$ cat config.mk
export PLATFORM = sky130hd
export DESIGN_NAME = spi_split_master
export DESIGN_NICKNAME = d
export VERILOG_FILES = /design/src/rtl/spi_split_pkg.sv /design/src/rtl/spi_half_timer.sv /design/src/rtl/spi_bit_delay.sv /design/src/rtl/spi_split_master.sv
export SDC_FILE = /design/constraint.sdc
export NUM_CORES = 1
export LEC_CHECK = 0
export BUFFER_PORTS_ARGS = -buffer_cell sky130_fd_sc_hd__buf_2
export CAP_MARGIN = 10
export CORE_MARGIN = 4
export CORE_UTILIZATION = 45
export CTS_CLUSTER_DIAMETER = 200
export CTS_CLUSTER_SIZE = 8
export DETAILED_ROUTE_END_ITERATION = 8
export SYNTH_ARGS = -nofsm -noshare
export SYNTH_HDL_FRONTEND = slang
export SYNTH_SLANG_ARGS = --single-unit
export TNS_END_PERCENT = 20
$ cat constraint.sdc
create_clock -name clk_i -period 3.6 [get_ports clk_i]
set_clock_uncertainty 0.1 [all_clocks]
set_input_delay 0.18 -clock clk_i [delete_from_list [all_inputs] [get_ports clk_i]]
set_output_delay 0.18 -clock clk_i [all_outputs]
set_load 0.05 [all_outputs]
$ cat src/rtl/spi_split_pkg.sv
`timescale 1ns/1ps
package spi_split_pkg;
  typedef enum logic [2:0] {
    ST_IDLE,
    ST_LEAD,
    ST_RUN,
    ST_TAIL,
    ST_FLUSH
  } state_t;

  // bit order matches mode_i[2:0]
  typedef struct packed {
    logic swap;
    logic cpol;
    logic cpha;
  } mode_t;
endpackage

$ cat src/rtl/spi_half_timer.sv
`timescale 1ns/1ps
module spi_half_timer #(
  parameter int unsigned DIV_W = 8
) (
  input  logic             clk_i,
  input  logic             rst_ni,
  input  logic             run_i,
  input  logic [DIV_W-1:0] div_i,
  output logic             tick_o
);
  logic [DIV_W-1:0] cnt_q;

  assign tick_o = run_i && (cnt_q == div_i);

  always_ff @(posedge clk_i or negedge rst_ni) begin
    if (!rst_ni)                cnt_q <= '0;
    else if (!run_i || tick_o)  cnt_q <= '0;
    else                        cnt_q <= cnt_q + 1'b1;
  end
endmodule

$ cat src/rtl/spi_bit_delay.sv
`timescale 1ns/1ps
// STAGES-deep flop chain; used as MISO synchronizer and as sample-strobe delay
module spi_bit_delay #(
  parameter int unsigned STAGES = 2
) (
  input  logic clk_i,
  input  logic rst_ni,
  input  logic d_i,
  output logic q_o,
  output logic any_o
);
  logic [STAGES-1:0] ff_q;

  generate
    if (STAGES == 1) begin : g_one
      always_ff @(posedge clk_i or negedge rst_ni) begin
        if (!rst_ni) ff_q <= '0;
        else         ff_q <= d_i;
      end
    end else begin : g_chain
      always_ff @(posedge clk_i or negedge rst_ni) begin
        if (!rst_ni) ff_q <= '0;
        else         ff_q <= {ff_q[STAGES-2:0], d_i};
      end
    end
  endgenerate

  assign q_o   = ff_q[STAGES-1];
  assign any_o = |ff_q;
endmodule

$ cat src/rtl/spi_split_master.sv
`timescale 1ns/1ps
module spi_split_master
  import spi_split_pkg::*;
#(
  parameter int unsigned WORD_W      = 16,
  parameter int unsigned DIV_W       = 8,
  parameter int unsigned SYNC_STAGES = 2
) (
  input  logic              clk_i,
  input  logic              rst_ni,
  input  logic              start_i,
  input  logic [WORD_W-1:0] tx_data_i,
  input  logic [2:0]        mode_i,
  input  logic [DIV_W-1:0]  div_i,
  output logic              busy_o,
  output logic [WORD_W-1:0] rx_data_o,
  output logic              rx_valid_o,
  output logic              sclk_o,
  output logic              mosi_o,
  input  logic              miso_i,
  output logic              cs_no
);
  localparam int unsigned EDGES  = 2 * WORD_W;
  localparam int unsigned EDGE_W = $clog2(EDGES);

  state_t            state_q;
  mode_t             mode_q;
  logic [DIV_W-1:0]  div_q;
  logic [EDGE_W-1:0] edge_q;
  logic [WORD_W-1:0] tx_sh_q, rx_sh_q, rx_data_q;
  logic              sclk_q, mosi_q, cs_nq, rx_valid_q;

  logic run, tick, edge_fire, leading, last_edge;
  logic launch_now, sample_now, miso_s, take, pipe_busy, unused_sync_any;

  assign run        = (state_q == ST_LEAD) || (state_q == ST_RUN) || (state_q == ST_TAIL);
  assign edge_fire  = tick && ((state_q == ST_LEAD) || (state_q == ST_RUN));
  assign leading    = ~edge_q[0];
  assign last_edge  = (edge_q == EDGE_W'(EDGES - 1));
  // phase 0: first bit preloaded, rest on trailing edges; phase 1: all on leading
  assign launch_now = edge_fire && (mode_q.cpha ? leading : (!leading && !last_edge));
  // standard sampling is leading for phase 0; swap bit inverts it
  assign sample_now = edge_fire && (leading == ~(mode_q.cpha ^ mode_q.swap));

  spi_half_timer #(.DIV_W(DIV_W)) u_timer (
    .clk_i  (clk_i),
    .rst_ni (rst_ni),
    .run_i  (run),
    .div_i  (div_q),
    .tick_o (tick)
  );

  spi_bit_delay #(.STAGES(SYNC_STAGES)) u_miso_sync (
    .clk_i  (clk_i),
    .rst_ni (rst_ni),
    .d_i    (miso_i),
    .q_o    (miso_s),
    .any_o  (unused_sync_any)
  );

  // strobe delayed by the synchronizer depth so it meets the edge-time MISO value
  spi_bit_delay #(.STAGES(SYNC_STAGES)) u_sample_dly (
    .clk_i  (clk_i),
    .rst_ni (rst_ni),
    .d_i    (sample_now),
    .q_o    (take),
    .any_o  (pipe_busy)
  );

  always_ff @(posedge clk_i or negedge rst_ni) begin
    if (!rst_ni) begin
      state_q    <= ST_IDLE;
      mode_q     <= '0;
      div_q      <= '0;
      edge_q     <= '0;
      tx_sh_q    <= '0;
      rx_sh_q    <= '0;
      rx_data_q  <= '0;
      sclk_q     <= 1'b0;
      mosi_q     <= 1'b0;
      cs_nq      <= 1'b1;
      rx_valid_q <= 1'b0;
    end else begin
      rx_valid_q <= 1'b0;
      if (take) rx_sh_q <= {rx_sh_q[WORD_W-2:0], miso_s};
      case (state_q)
        ST_IDLE: begin
          sclk_q <= mode_i[1];
          mosi_q <= 1'b0;
          cs_nq  <= 1'b1;
          if (start_i) begin
            mode_q  <= mode_t'(mode_i);
            div_q   <= div_i;
            edge_q  <= '0;
            rx_sh_q <= '0;
            cs_nq   <= 1'b0;
            state_q <= ST_LEAD;
            if (mode_i[0]) begin
              tx_sh_q <= tx_data_i;
            end else begin
              mosi_q  <= tx_data_i[WORD_W-1];
              tx_sh_q <= {tx_data_i[WORD_W-2:0], 1'b0};
            end
          end
        end
        ST_LEAD, ST_RUN: begin
          if (edge_fire) begin
            sclk_q <= ~sclk_q;
            edge_q <= edge_q + 1'b1;
            if (launch_now) begin
              mosi_q  <= tx_sh_q[WORD_W-1];
              tx_sh_q <= {tx_sh_q[WORD_W-2:0], 1'b0};
            end
            state_q <= last_edge ? ST_TAIL : ST_RUN;
          end
        end
        ST_TAIL: begin
          if (tick) begin
            cs_nq   <= 1'b1;
            state_q <= ST_FLUSH;
          end
        end
        ST_FLUSH: begin
          if (!pipe_busy) begin
            rx_data_q  <= rx_sh_q;
            rx_valid_q <= 1'b1;
            state_q    <= ST_IDLE;
          end
        end
        default: state_q <= ST_IDLE;
      endcase
    end
  end

  assign busy_o     = (state_q != ST_IDLE);
  assign rx_data_o  = rx_data_q;
  assign rx_valid_o = rx_valid_q;
  assign sclk_o     = sclk_q;
  assign mosi_o     = mosi_q;
  assign cs_no      = cs_nq;
endmodule

; After elaboration in Yosys (flattened, before gate mapping)
; Cells that the tools add are included.
[word_totals]
register_bits = 82
latch_bits = 0
ramBits = 0
mem_bits_ro = 0
in_bits = 31
mem_count = 0
[op_classes]
n_addsub = 2
n_mul = 0
n_div = 0
order_cmp = 0
n_eq_ne = 12
shift = 0
muxes = 31
bitwise_logic = 5
reduce_logical = 24
[ops]
columns = op, count
row1 = $mux 16, 7
row2 = $pmux 16 s2, 1
row3 = $mux 3, 4
row4 = $pmux 3 s4, 1
row5 = $mux 1, 11
row6 = $mux 5, 2
row7 = $ne 2x2->1 const B, 5
row8 = $pmux 5 s2, 1
row9 = $add 8x1->8 const B, 1
row10 = $eq 8x8->1, 1
row11 = $mux 8, 1
row12 = $reduce_and 2->1, 4
row13 = $reduce_and 4->1, 2
row14 = $eq 3x2->1 const B, 2
row15 = $pmux 1 s2, 3
row16 = $reduce_and 3->1, 2
row17 = $add 5x1->5 const B, 1
row18 = $eq 5x5->1 const B, 1
row19 = $logic_and 1x1->1, 5
row20 = $not 1->1, 4
row21 = $reduce_bool 2->1, 2
row22 = $reduce_or 2->1, 2
row23 = $eq 3x1->1 const B, 1
row24 = $eq 3x3->1 const B, 1
row25 = 6 further kinds, 9

; Logic depth before layout (Yosys ltp)
; Gate-level depths: netlist (run 1).
[depth]
word_depth = 9
mapped_depth = 9

; Modules after synthesis
; Synthesis (run 1) repeated with hierarchy kept, for this count alone.
[hier_totals]
cells_unflattened = 338
area_unflattened_um2 = 3963.8
[modules_own_cells]
columns = module, instances, cells_each, area_per_inst_um2, seq_area_each_um2
row1 = spi_split_master, 1, 286, 3350.7, 1752.9
row2 = spi_half_timer, 1, 46, 500.5, 200.2
row3 = spi_bit_delay, 2, 3, 56.3, 50.0

; Worst setup path after synthesis (run 1)
; OpenSTA, ideal clock, no wires.
[synth_timing]
path_type = register to register
startpoint = register edge_q[0]
endpoint = register tx_sh_q[10]
setup_time_ns = 0.125
t_arrival_ns = 1.977
required_time_ns = 3.375
path_slack_ns = 1.398
stages_incl_launch_ff = 10
period_less_slack_ns = 2.202
path_cell_list = dfrtp_1 -> ha_1 -> and3_1 -> ha_1 -> nor2_1 -> mux2i_1 -> a21oi_2 -> o21ai_4 -> buf_6 -> mux2_4
[synth_via]
elab_chain_len = 7
word_cells_on_any_way = 8
[synth_rtl]
columns = item, line_no
row1 = from (decl), spi_split_master.sv:29  ; logic [EDGE_W-1:0] edge_q;
row2 = from (signal assigned), spi_split_master.sv:109  ; edge_q <= edge_q + 1'b1;
row3 = $eq 5x5->1, spi_split_master.sv:39  ; assign last_edge = (edge_q == EDGE_W'(EDGES - 1));
row4 = $logic_not 1->1, spi_split_master.sv:41  ; assign launch_now = edge_fire && (mode_q.cpha ? leading : (!leading && !last_edge));
row5 = $logic_and 1x1->1, spi_split_master.sv:41
row6 = $mux 1 *, spi_split_master.sv:41
row7 = $logic_and 1x1->1 *, spi_split_master.sv:41
row8 = $ne 2x2->1 (no line) *, -
row9 = $reduce_and 4->1 (no line) *, -
row10 = to (signal assigned), spi_split_master.sv:99  ; tx_sh_q <= tx_data_i;
row11 = to (signal assigned), spi_split_master.sv:102  ; tx_sh_q <= {tx_data_i[WORD_W-2:0], 1'b0};
row12 = to (signal assigned), spi_split_master.sv:112  ; tx_sh_q <= {tx_sh_q[WORD_W-2:0], 1'b0};
row13 = to (decl), spi_split_master.sv:30  ; logic [WORD_W-1:0] tx_sh_q, rx_sh_q, rx_data_q;
; Mark *: on every way between the ends. The rest lies on a longest branch, timed or not.
; A chain may end at the register's enable or synchronous reset.

; Worst setup path after layout (run 1)
[layout_timing]
startpoint = register edge_q[0]
endpoint = register tx_sh_q[2]
; The elaborated chain is that of the path after synthesis.

==> results of run 1 <==
[metrics by stage]
stage               worst slack, ns  total power (uW)  std cells
floorplan                     1.398              2447        371
global placement              1.215              2676        511
detailed placement            1.180              2706        511
CTS                           1.164              3458        538
global route                 0.9425              3665        538
finish                        1.157              3418        538
[metal layers]
| layer | track usage | vias up | part of all wire |
|---|---|---|---|
| met5 | 0 | - | 0 |
| met4 | 0.04560 | 0 | 0.0089 |
| met3 | 0.04864 | 4 | 0.040 |
| met2 | 0.2263 | 56 | 0.44 |
| met1 | 0.2244 | 1283 | 0.51 |
| li1 | - | 1356 | - |
[state kept, by name, indices dropped and copies added, names as in the netlist]
register           flops
tx_sh_q               16
cs_no                  1
div_q                  8
state_q                3
rx_data_o             16
sclk_o                 1
u_miso_sync.ff_q       2
u_timer.cnt_q          8
mode_q                 2
u_sample_dly.ff_q      2
rx_valid_o             1
rx_sh_q               16
edge_q                 5
mosi_o                 1
[final timing paths]
path	cells past startpoint	endpoint	slack, ns	start
min in group asynchronous	2	tx_sh_q[7]	0.42	rst_ni
max reg2reg	8	tx_sh_q[2]	1.16	edge_q[0]
min	3	sclk_o	0.07	mode_i[1]
max in group asynchronous	2	div_q[3]	2.30	rst_ni
max	8	tx_sh_q[2]	1.16	edge_q[0]
min reg2reg	0	u_miso_sync.ff_q[1]	0.26	u_miso_sync.ff_q[0]
[what timing repair did]
item / in CTS / in global routing
endpoints found under the hold margin: 91 / 0
hold buffers: 11 / 0
setup buffers: 0 / 0
[cells in the mapped netlist, drive strengths merged (2+ instances only)]
cell / instances / area [um^2]
and2: 2 / 12.51
o21ai: 21 / 116.4
nor2: 34 / 127.6
nand2: 100 / 375.4
a22o: 3 / 26.28
nor3: 3 / 26.28
and3: 6 / 37.54
o31ai: 2 / 15.01
clkbuf: 11 / 41.29
mux2: 16 / 214.0
a21oi: 5 / 28.78
xnor2: 4 / 35.03
nand3: 10 / 50.05
xor2: 13 / 113.9
buf: 8 / 50.05
nor4: 3 / 48.80
inv: 2 / 7.510
ha: 3 / 37.54
mux2i: 33 / 330.3
dfrtp: 81 / 2027
[final cells by class]
type / instances / area [um^2] / area share
flip-flops and latches: 82 / 2053 / 0.4594
multi-input cells: 267 / 1664 / 0.3723
repair buffers: 65 / 390.4 / 0.08735
well taps: 105 / 131.4 / 0.02940
clock buffers: 10 / 127.6 / 0.02856
clock inverters: 6 / 91.34 / 0.02044
inverters: 3 / 11.26 / 0.002520
[power breakdown]
part | internal (uW) | leakage (uW) | switching [uW]
sequential | 1190 | 0.00103 | 223
combinational | 526 | 0.00109 | 746
clock | 393 | 0.000110 | 335
total | 2110 | 0.00223 | 1300
[kinds of logic (layout without fill, tap and decap cells)]
group | Yosys count | count (layout) | share of synthesized area
mux | 49 | 49 | 0.1425
fa+ha+maj | 3 | 3 | 0.009827
compound gates | 35 | 35 | 0.05798
flops | 82 | 82 | 0.5375
xor+xnor | 17 | 17 | 0.03898
buf+inv | 22 | 84 | 0.02686
simple gates | 163 | 163 | 0.1864
[tightest hold or removal path: cells and delay by family]
kind | cells | cell delay, ns
AND/OR/NAND/NOR | 1 | 0.16
AO/OA/AOI/OAI | 1 | 0.04
buffers and inverters | 1 | 0.08
==> impl_metrics.py, run 1 <==
metrics = {
    "sta": {
        "drv_slew": 0,
        "final.period_utilization": 0.6787,
        "finalSetupTns_ns": 0,
        "min_period_ns": 2.443,
        "setup-violations-final": 0,
        "hold_slack_ns": 0.07115,
        "rsz0062_at_grt": "false",
        "hold_viol_final": 0,
        "fmax_mhz": 409.3,
        "slew_headroom": 0.3222,
        "tightest_slew_ns": 1.017,
    },
    "clocking": {
        "clock_tree.root_cell": "clkbuf_8",
        "htreeDepth": 3,
        "cts_tree": "built",
        "cts_buffers": 9,
        "ctsLongestPathBuffers": 2,
        "post_cts_resized": 0,
        "cts.reportedPaths.clkPinSlew_ns": 0.08,
        "clk_latency_ns": 0.35,
        "cts.sinks": 82,
    },
    "final_layout": {
        "layout_common_cells": "100 x nand2_1, 81 x dfrtp_1, 50 x buf_2, 34 x nor2_1, 33 x mux2i_1",
        "final_core_util": 0.5439,
        "syn_to_final_growth_pct": 17.00,
        "drive_gt1_frac": 0.1940,
        "final_area_mm2": 0.004469,
        "n_fill_cell": 744,
        "antennaDiodeCount": 0,
        "layout_commonest_cell": "nand2_1",
        "num-nets-final": 462,
    },
    "critical_path": {
        "worstPathArrival_ns": 2.56,
        "worst-path-buf-inv": 0,
        "crit_type": "reg2reg",
        "critPathMaxFanout": 16,
        "cpPeakStageDelay_ns": 0.46,
        "end_kind": "flop",
        "path_cells": "ha_1 -> and3_1 -> ha_1 -> nor2_1 -> mux2i_1 -> a21oi_2 -> o21ai_4 -> mux2_1",
        "crit_top_cell": "ha_1",
        "slowest_stage": "dfrtp_1",
        "start_kind": "flop",
        "path_delay_family": "multiplexers",
        "worstPathRequired_ns": 3.72,
    },
    "drt": {
        "initialDrtViolationCount": 131,
        "via_count": 2699,
        "wirelength_um": 7276,
        "dr.pass1.iters": 4,
        "postRouteAntennaNets": 0,
        "drt-wirelength-per-cell_um": 13.52,
        "via_per_inst": 5.017,
        "drc": 0,
    },
    "global_route": {
        "antenna_found_initial": 0,
        "grt_first_pass_wirelength_um": 12530,
        "grt_max_degree": 83,
        "grt-ovfl-total": 0,
        "grt_usage": 0.1557,
        "grt_pass1_vias": 2637,
    },
    "min_path": {
        "hold_path.class": "in2reg",
    },
    "pwr": {
        "leakage_uw": 0.002228,
        "ir_worst_vdd_uv": 291.1,
        "powerDensity_mw_per_mm2": 764.8,
    },
    "logic_synthesis": {
        "synthFlopType": "dfrtp_1",
        "synth_edf_count": 0,
        "synth_cells": 371,
        "ys_seq_area_frac": 0.5375,
        "synthesis.nets": 405,
        "netlist_area_mm2": 0.003820,
        "syn_avg_cell_area_um2": 10.30,
        "yosysWarnings": 0,
        "synth-seq-cells": 82,
        "async_flop_share": 1.000,
        "synth_cell_types": 39,
    },
    "placed_design": {
        "dp_hpwl_um": 4755,
        "port_buffers": 51,
        "routabilityCongestion": 0.7387,
        "dpl_cell_area_mm2": 0.004140,
    },
    "die": {
        "start_util": 0.4649,
        "num_rows": 33,
        "die_area_mm2": 0.01003,
        "die_w_um": 100.1,
        "die_y_um": 100.1,
        "pin_count": 52,
        "core_mm2": 0.008217,
    },
    "flow_run": {
        "maxCapViolations": 0,
    },
    "outcome": {
        "status": "complete, no violations",
    },
}
Power figures use the tool's default switching activity.
==> run 2: changes to the inputs <==
- clock period: 3.6 -> 2.45 ns (I/O delays scaled with it)
==> run 2 against run 1 <==
Die area is the same; power is 44% higher; sequential cell count unchanged; worst hold slack got worse by 0.037 ns; sequential power is 45% higher; sequential share of layout area decreased by 0.31 points; register-to-register slack worse by 1.0 ns; critical path depth stayed put; global-route usage grew 1.3 points; largest cell class unchanged; largest power group unchanged.
==> impl_metrics.py, run 2 (synthesis gave the netlist of run 1 again) <==
metrics = {
    "outcome": {
        "status": "complete, no violations",
    },
    "sta": {
        "fmax_mhz": 436.0,
        "tightest_slew_ns": 0.6287,
        "drv_slew": 0,
        "final.period_utilization": 0.9361,
        "min_period_ns": 2.293,
        "finalSetupTns_ns": 0,
        "hold_viol_final": 0,
        "slew_headroom": 0.5793,
        "setup-violations-final": 0,
        "rsz0062_at_grt": "false",
    },
    "critical_path": {
        "crit_type": "reg2reg",
        "cpPeakStageDelay_ns": 0.42,
        "start_kind": "flop",
        "slowest_stage": "dfrtp_1",
        "crit_top_cell": "ha_1",
        "path_cells": "ha_1 -> and3_1 -> ha_1 -> nor2_1 -> mux2i_1 -> a21oi_2 -> o21ai_4 -> mux2_1",
        "r2r_start": "edge_q[1]",
        "cp-endpoint": "tx_sh_q[1]",
        "critPathLaunch": "edge_q[1]",
        "worstPathArrival_ns": 2.42,
        "regToRegSetupSlack_ns": 0.16,
        "end_kind": "flop",
        "rr_endpoint": "tx_sh_q[1]",
        "reg2reg_depth": 8,
        "critPathMaxFanout": 16,
        "worstPathRequired_ns": 2.58,
    },
    "clocking": {
        "clk_latency_ns": 0.34,
        "ctsLongestPathBuffers": 2,
        "cts_buffers": 9,
        "cts.reportedPaths.clkPinSlew_ns": 0.08,
        "clock_tree.root_cell": "clkbuf_8",
        "htreeDepth": 3,
        "cts.sinks": 82,
        "cts_tree": "built",
        "cts_setup_buffers": 0,
    },
    "global_route": {
        "grt_max_degree": 44,
        "grt-ovfl-total": 0,
        "grt_usage": 0.1684,
        "antenna_found_initial": 0,
        "grt_pass1_vias": 2903,
        "grt_first_pass_wirelength_um": 13770,
    },
    "final_layout": {
        "drive_gt1_frac": 0.2068,
        "area.sequential_mm2": 0.002053,
        "n_fill_cell": 760,
        "num-nets-final": 469,
        "layout_common_cells": "100 x nand2_1, 81 x dfrtp_1, 50 x buf_2, 34 x nor2_1, 33 x mux2i_1",
        "layout_commonest_cell": "nand2_1",
        "stdcell_count": 545,
        "syn_to_final_growth_pct": 17.79,
        "final_area_mm2": 0.004499,
        "antennaDiodeCount": 0,
        "multiInputGateArea_mm2": 0.001664,
    },
    "placed_design": {
        "routabilityCongestion": 0.7879,
        "dp_hpwl_um": 5230,
        "port_buffers": 51,
        "dp_cells": 517,
        "dpl_cell_area_mm2": 0.004198,
    },
    "pwr": {
        "switching_share": 0.4015,
        "seq_power_share": 0.419,
        "combPwrFrac": 0.396,
        "ir_worst_vdd_uv": 439.7,
        "leakage_uw": 0.002242,
        "p_int_uw": 2947,
        "p_clk_frac": 0.185,
        "p_switching_uw": 1977,
        "powerDensity_mw_per_mm2": 1095,
    },
    "die": {
        "die_area_mm2": 0.01003,
        "die_y_um": 100.1,
        "die_w_um": 100.1,
        "num_rows": 33,
        "start_util": 0.4649,
        "pin_count": 52,
        "core_mm2": 0.008217,
    },
    "flow_run": {
        "maxCapViolations": 0,
    },
    "drt": {
        "drc": 0,
        "drt-wirelength-per-cell_um": 14.14,
        "via_per_inst": 5.070,
        "postRouteAntennaNets": 0,
        "dr.pass1.iters": 6,
        "wirelength_um": 7706,
        "initialDrtViolationCount": 100,
        "via_count": 2763,
    },
    "min_path": {
        "hold_path.class": "in2reg",
        "hold_start": "tx_data_i[15]",
    },
}
-- run 2: critical path: cells and delay by family, from the launching register on --
kind,cells,cell delay [ns]
fa+ha+maj,2,0.43
simple gates,2,0.30
mux,2,0.50
flops,1,0.42
compound gates,2,0.43
-- run 2: metrics by stage --
step | total power [uW] | util | hold slack, ns | setup slack, ns
after floorplan | 3596 | - | -0.2731 | 0.2483
after global placement | 3969 | 0.5109 | 0.04055 | 0.2650
after detailed placement | 4037 | 0.5109 | 0.04335 | 0.1653
after CTS | 4972 | 0.5476 | 0.02392 | 0.1530
after global routing | 5335 | 0.5476 | 0.05935 | 0.01193
final | 4925 | 0.5476 | 0.03461 | 0.1567
-- run 2: worst min path at each step --
stage	cells after the start	slack, ns	end
5_1_grt	4	0.06	mosi_o
3_3_place_gp	1	0.04	tx_sh_q[7]
6_report	4	0.03	mosi_o
4_1_cts	4	0.02	mosi_o
3_5_place_dp	1	0.04	tx_sh_q[7]
2_1_floorplan	0	-0.27	div_q[0]
-- run 2: what timing repair did --
action,4_1_cts,5_1_grt
setup endpoints to repair,0,2
hold buffers,12,0
gates resized for setup,0,0
endpoints found under the hold margin,52,0
-- run 2: cell type report --
cell class	instances	share of cell area
clock inverters	7	0.01279
clock buffers	9	0.02753
inverters	3	0.002503
multi-input cells	267	0.3699
repair buffers	72	0.1018
well taps	105	0.02920
flip-flops and latches	82	0.4563
-- run 2: power by group through the flow --
stage	clock network (uW)	logic (uW)	registers, uW
after floorplan	0	1370	2230
after global placement	0	1900	2070
after detailed placement	0	1950	2080
after CTS	936	1970	2060
after global routing	1000	2210	2120
final	912	1950	2060
-- run 2: metal layers --
layer / GRT usage / vias to the layer above / part of all wire
met3: 0.03127 / 9 / 0.042
met5: 0 / - / 0
met1: 0.2371 / 1327 / 0.49
li1: - / 1370 / -
met2: 0.2630 / 57 / 0.45
met4: 0.05699 / 0 / 0.014
==> run 3: changes to the inputs <==
- ABC_AREA: default -> 1
- CTS_CLUSTER_DIAMETER: 200 -> default
==> run 3 against run 2 <==
Register-to-register slack improved by 0.24 ns; die area rose by 2.9%; fmax rose by 11%; combinational power fell by 95%; cell count rose by 23%; worst hold slack improved by 0.0042 ns; critical endpoint is now tx_sh_q[12]; via count rose by 15%; routed wire length rose by 3.1%; critical path depth rose by 2; non-clock buffer count fell by 2; sequential share of layout area fell by 1.1 points; global-route usage fell by 0.13 points.
==> impl_metrics.py, run 3 <==
metrics = {
    "outcome": {
        "status": "complete, no violations",
    },
    "sta": {
        "hold_viol_final": 0,
        "finalSetupTns_ns": 0,
        "final.period_utilization": 0.8401,
        "fin_ws_ns": 0.3918,
        "drv_slew": 0,
        "slew_headroom": 0.5422,
        "rsz0062_at_grt": "false",
        "tightest_slew_ns": 0.6867,
        "setup-violations-final": 0,
        "fmax_mhz": 485.9,
        "min_period_ns": 2.058,
    },
    "logic_synthesis": {
        "synth_xor_area_frac": 0.02224,
        "synth_top_area_frac": 0.5146,
        "synth_edf_count": 0,
        "async_flop_share": 1.000,
        "synthTopCellsByCount": "181 x nand2_1, 81 x dfrtp_1, 51 x inv_1",
        "synth_cells": 499,
        "synth_top_family_by_area": "simple AND/OR/NAND/NOR gates",
        "ys_seq_area_frac": 0.5213,
        "syn_avg_cell_area_um2": 7.893,
        "ys_top_cells_by_area": "dfrtp_1 51%, nand2_1 17%, o21ai_0 6.1%",
        "netlist_area_mm2": 0.003939,
        "muxShareOfSynthArea": 0,
        "synth-seq-cells": 82,
        "yosysWarnings": 0,
        "synth_compound_area_frac": 0.09752,
        "synthesis.nets": 533,
        "synthAdderAreaFrac": 0.009530,
        "synth-simple-area-share": 0.2722,
        "yosysMostFrequentCell": "nand2_1",
        "synthFlopType": "dfrtp_1",
        "synth_cell_types": 30,
        "yosys.area.top_type": "dfrtp_1",
    },
    "die": {
        "num_rows": 33,
        "die_y_um": 101.6,
        "pin_count": 52,
        "die_area_mm2": 0.01031,
        "start_util": 0.4699,
        "die_w_um": 101.6,
        "core_mm2": 0.008382,
    },
    "final_layout": {
        "layout_common_cells": "181 x nand2_1, 81 x dfrtp_1, 51 x inv_1, 50 x buf_2, 48 x o21ai_0",
        "num-nets-final": 596,
        "layout_commonest_cell": "nand2_1",
        "drive_gt1_frac": 0.1693,
        "syn_to_final_growth_pct": 17.15,
        "antennaDiodeCount": 0,
    },
    "global_route": {
        "antenna_found_initial": 0,
        "grt_first_pass_wirelength_um": 13830,
        "grt_pass1_vias": 3008,
        "grt-ovfl-total": 0,
        "grt_usage": 0.1671,
        "grt_max_degree": 55,
    },
    "drt": {
        "drc": 0,
        "via_count": 3191,
        "via_per_inst": 4.749,
        "wirelength_um": 7948,
        "initialDrtViolationCount": 139,
        "drt-wirelength-per-cell_um": 11.83,
        "postRouteAntennaNets": 0,
        "dr.pass1.iters": 4,
    },
    "critical_path": {
        "critPathMaxFanout": 10,
        "start_kind": "flop",
        "r2r_start": "edge_q[0]",
        "reg2reg_depth": 10,
        "regToRegSetupSlack_ns": 0.39,
        "path_delay_family": "compound AO/OA/AOI/OAI gates",
        "slowest_stage": "dfrtp_1",
        "cpPeakStageDelay_ns": 0.44,
        "worstPathRequired_ns": 2.64,
        "end_kind": "flop",
        "crit_type": "reg2reg",
        "rr_endpoint": "tx_sh_q[12]",
        "worstPathArrival_ns": 2.25,
        "path_cells": "ha_1 -> nand2_1 -> nor2_1 -> ha_1 -> inv_1 -> o21ai_0 -> o21bai_4 -> buf_4 -> nand3_1 -> nand2_1",
        "worst-path-buf-inv": 2,
    },
    "pwr": {
        "powerDensity_mw_per_mm2": 511.1,
        "leakage_uw": 0.002457,
        "ir_worst_vdd_uv": 260.2,
    },
    "clocking": {
        "cts.reportedPaths.clkPinSlew_ns": 0.09,
        "ctsLongestPathBuffers": 2,
        "clock_tree.root_cell": "clkbuf_8",
        "clk_latency_ns": 0.34,
        "post_cts_resized": 0,
        "cts_tree": "built",
        "cts_buffers": 9,
        "htreeDepth": 3,
        "cts.sinks": 82,
    },
    "placed_design": {
        "place_ws_ns": 0.3961,
        "port_buffers": 51,
        "dp_hpwl_um": 5514,
        "routabilityCongestion": 0.8039,
    },
    "flow_run": {
        "maxCapViolations": 0,
    },
    "min_path": {
        "whs_endpoint": "sclk_o",
        "hold_start": "mode_i[1]",
        "hold_path.class": "in2reg",
        "worstHoldPathCells": 5,
    },
}
[run 3: cell count changes in the layout (fill, tap and decap cells not counted), moves of 7 or more]
cell,before,now
a31oi_1,0,16
inv_1,2,51
o21ai_0,18,48
mux2i_1,33,0
mux2_1,7,0
mux2_4,9,0
nand2_1,100,181
nand3_1,10,22
[run 3: how the worst max path moves through the flow]
| stage | from | endpoint | cells past startpoint |
|---|---|---|---|
| after floorplan | edge_q[0] | tx_sh_q[6] | 11 |
| after global placement | edge_q[0] | tx_sh_q[9] | 10 |
| after detailed placement | edge_q[0] | tx_sh_q[10] | 10 |
| after CTS | edge_q[0] | tx_sh_q[6] | 10 |
| after global routing | edge_q[0] | tx_sh_q[15] | 10 |
| final | edge_q[0] | tx_sh_q[12] | 10 |
[run 3: layout make-up]
| cell class | instances | area, um^2 |
|---|---|---|
| timing repair buffer | 70 | 440.4 |
| fill | 848 | 3767 |
| multi-input combinational | 340 | 1582 |
| clock buffer | 10 | 137.6 |
| tap | 105 | 131.4 |
| clock inverter | 6 | 48.80 |
| inverter | 59 | 221.5 |
| sequential | 82 | 2053 |
[run 3: stage by stage]
stage	area [um^2]	std cells	total power, uW	hold WS, ns	util
CTS	4614	672	2398	0.02943	0.5505
finish	4614	672	2358	0.03881	0.5505
detailed placement	4318	645	1463	0.1252	0.5152
global route	4614	672	2464	0.06999	0.5505
floorplan	3939	499	1399	-0.2731	-
global placement	4318	645	1463	0.1176	0.5152
[run 3: what timing repair did]
action | in CTS | in global routing
buffers inserted | 0 | 0
hold buffers | 11 | 0
endpoints found under the hold margin | 62 | 0
[run 3: report_power, final]
| part | switching [uW] | internal (uW) |
|---|---|---|
| clock network | 507 | 404 |
| logic | 54.1 | 38.5 |
| registers | 0.348 | 1350 |
[run 3: kinds of logic (layout without fill, tap and decap cells)]
logic type | count (synthesis) | in the layout
simple gates | 257 | 257
xor+xnor | 10 | 10
flops | 82 | 82
compound gates | 70 | 70
buf+inv | 77 | 145
fa+ha+maj | 3 | 3
[run 3: worst min-delay path: stages]
cell     delay (ns)
buf_2          0.09
nand2_1        0.06
o21ai_0        0.07
nand2_1        0.05
nand2_1        0.05
[run 3: routing by layer]
metal  global-route usage  up-vias  routed length (um)  share of wire
met5                    0        -                   0              0
met4              0.06237        0                 120          0.015
met3              0.03030       10                 298          0.037
met2               0.2586       48                3639           0.46
met1               0.2348     1447                3889           0.49
li1                     -     1686                   -              -
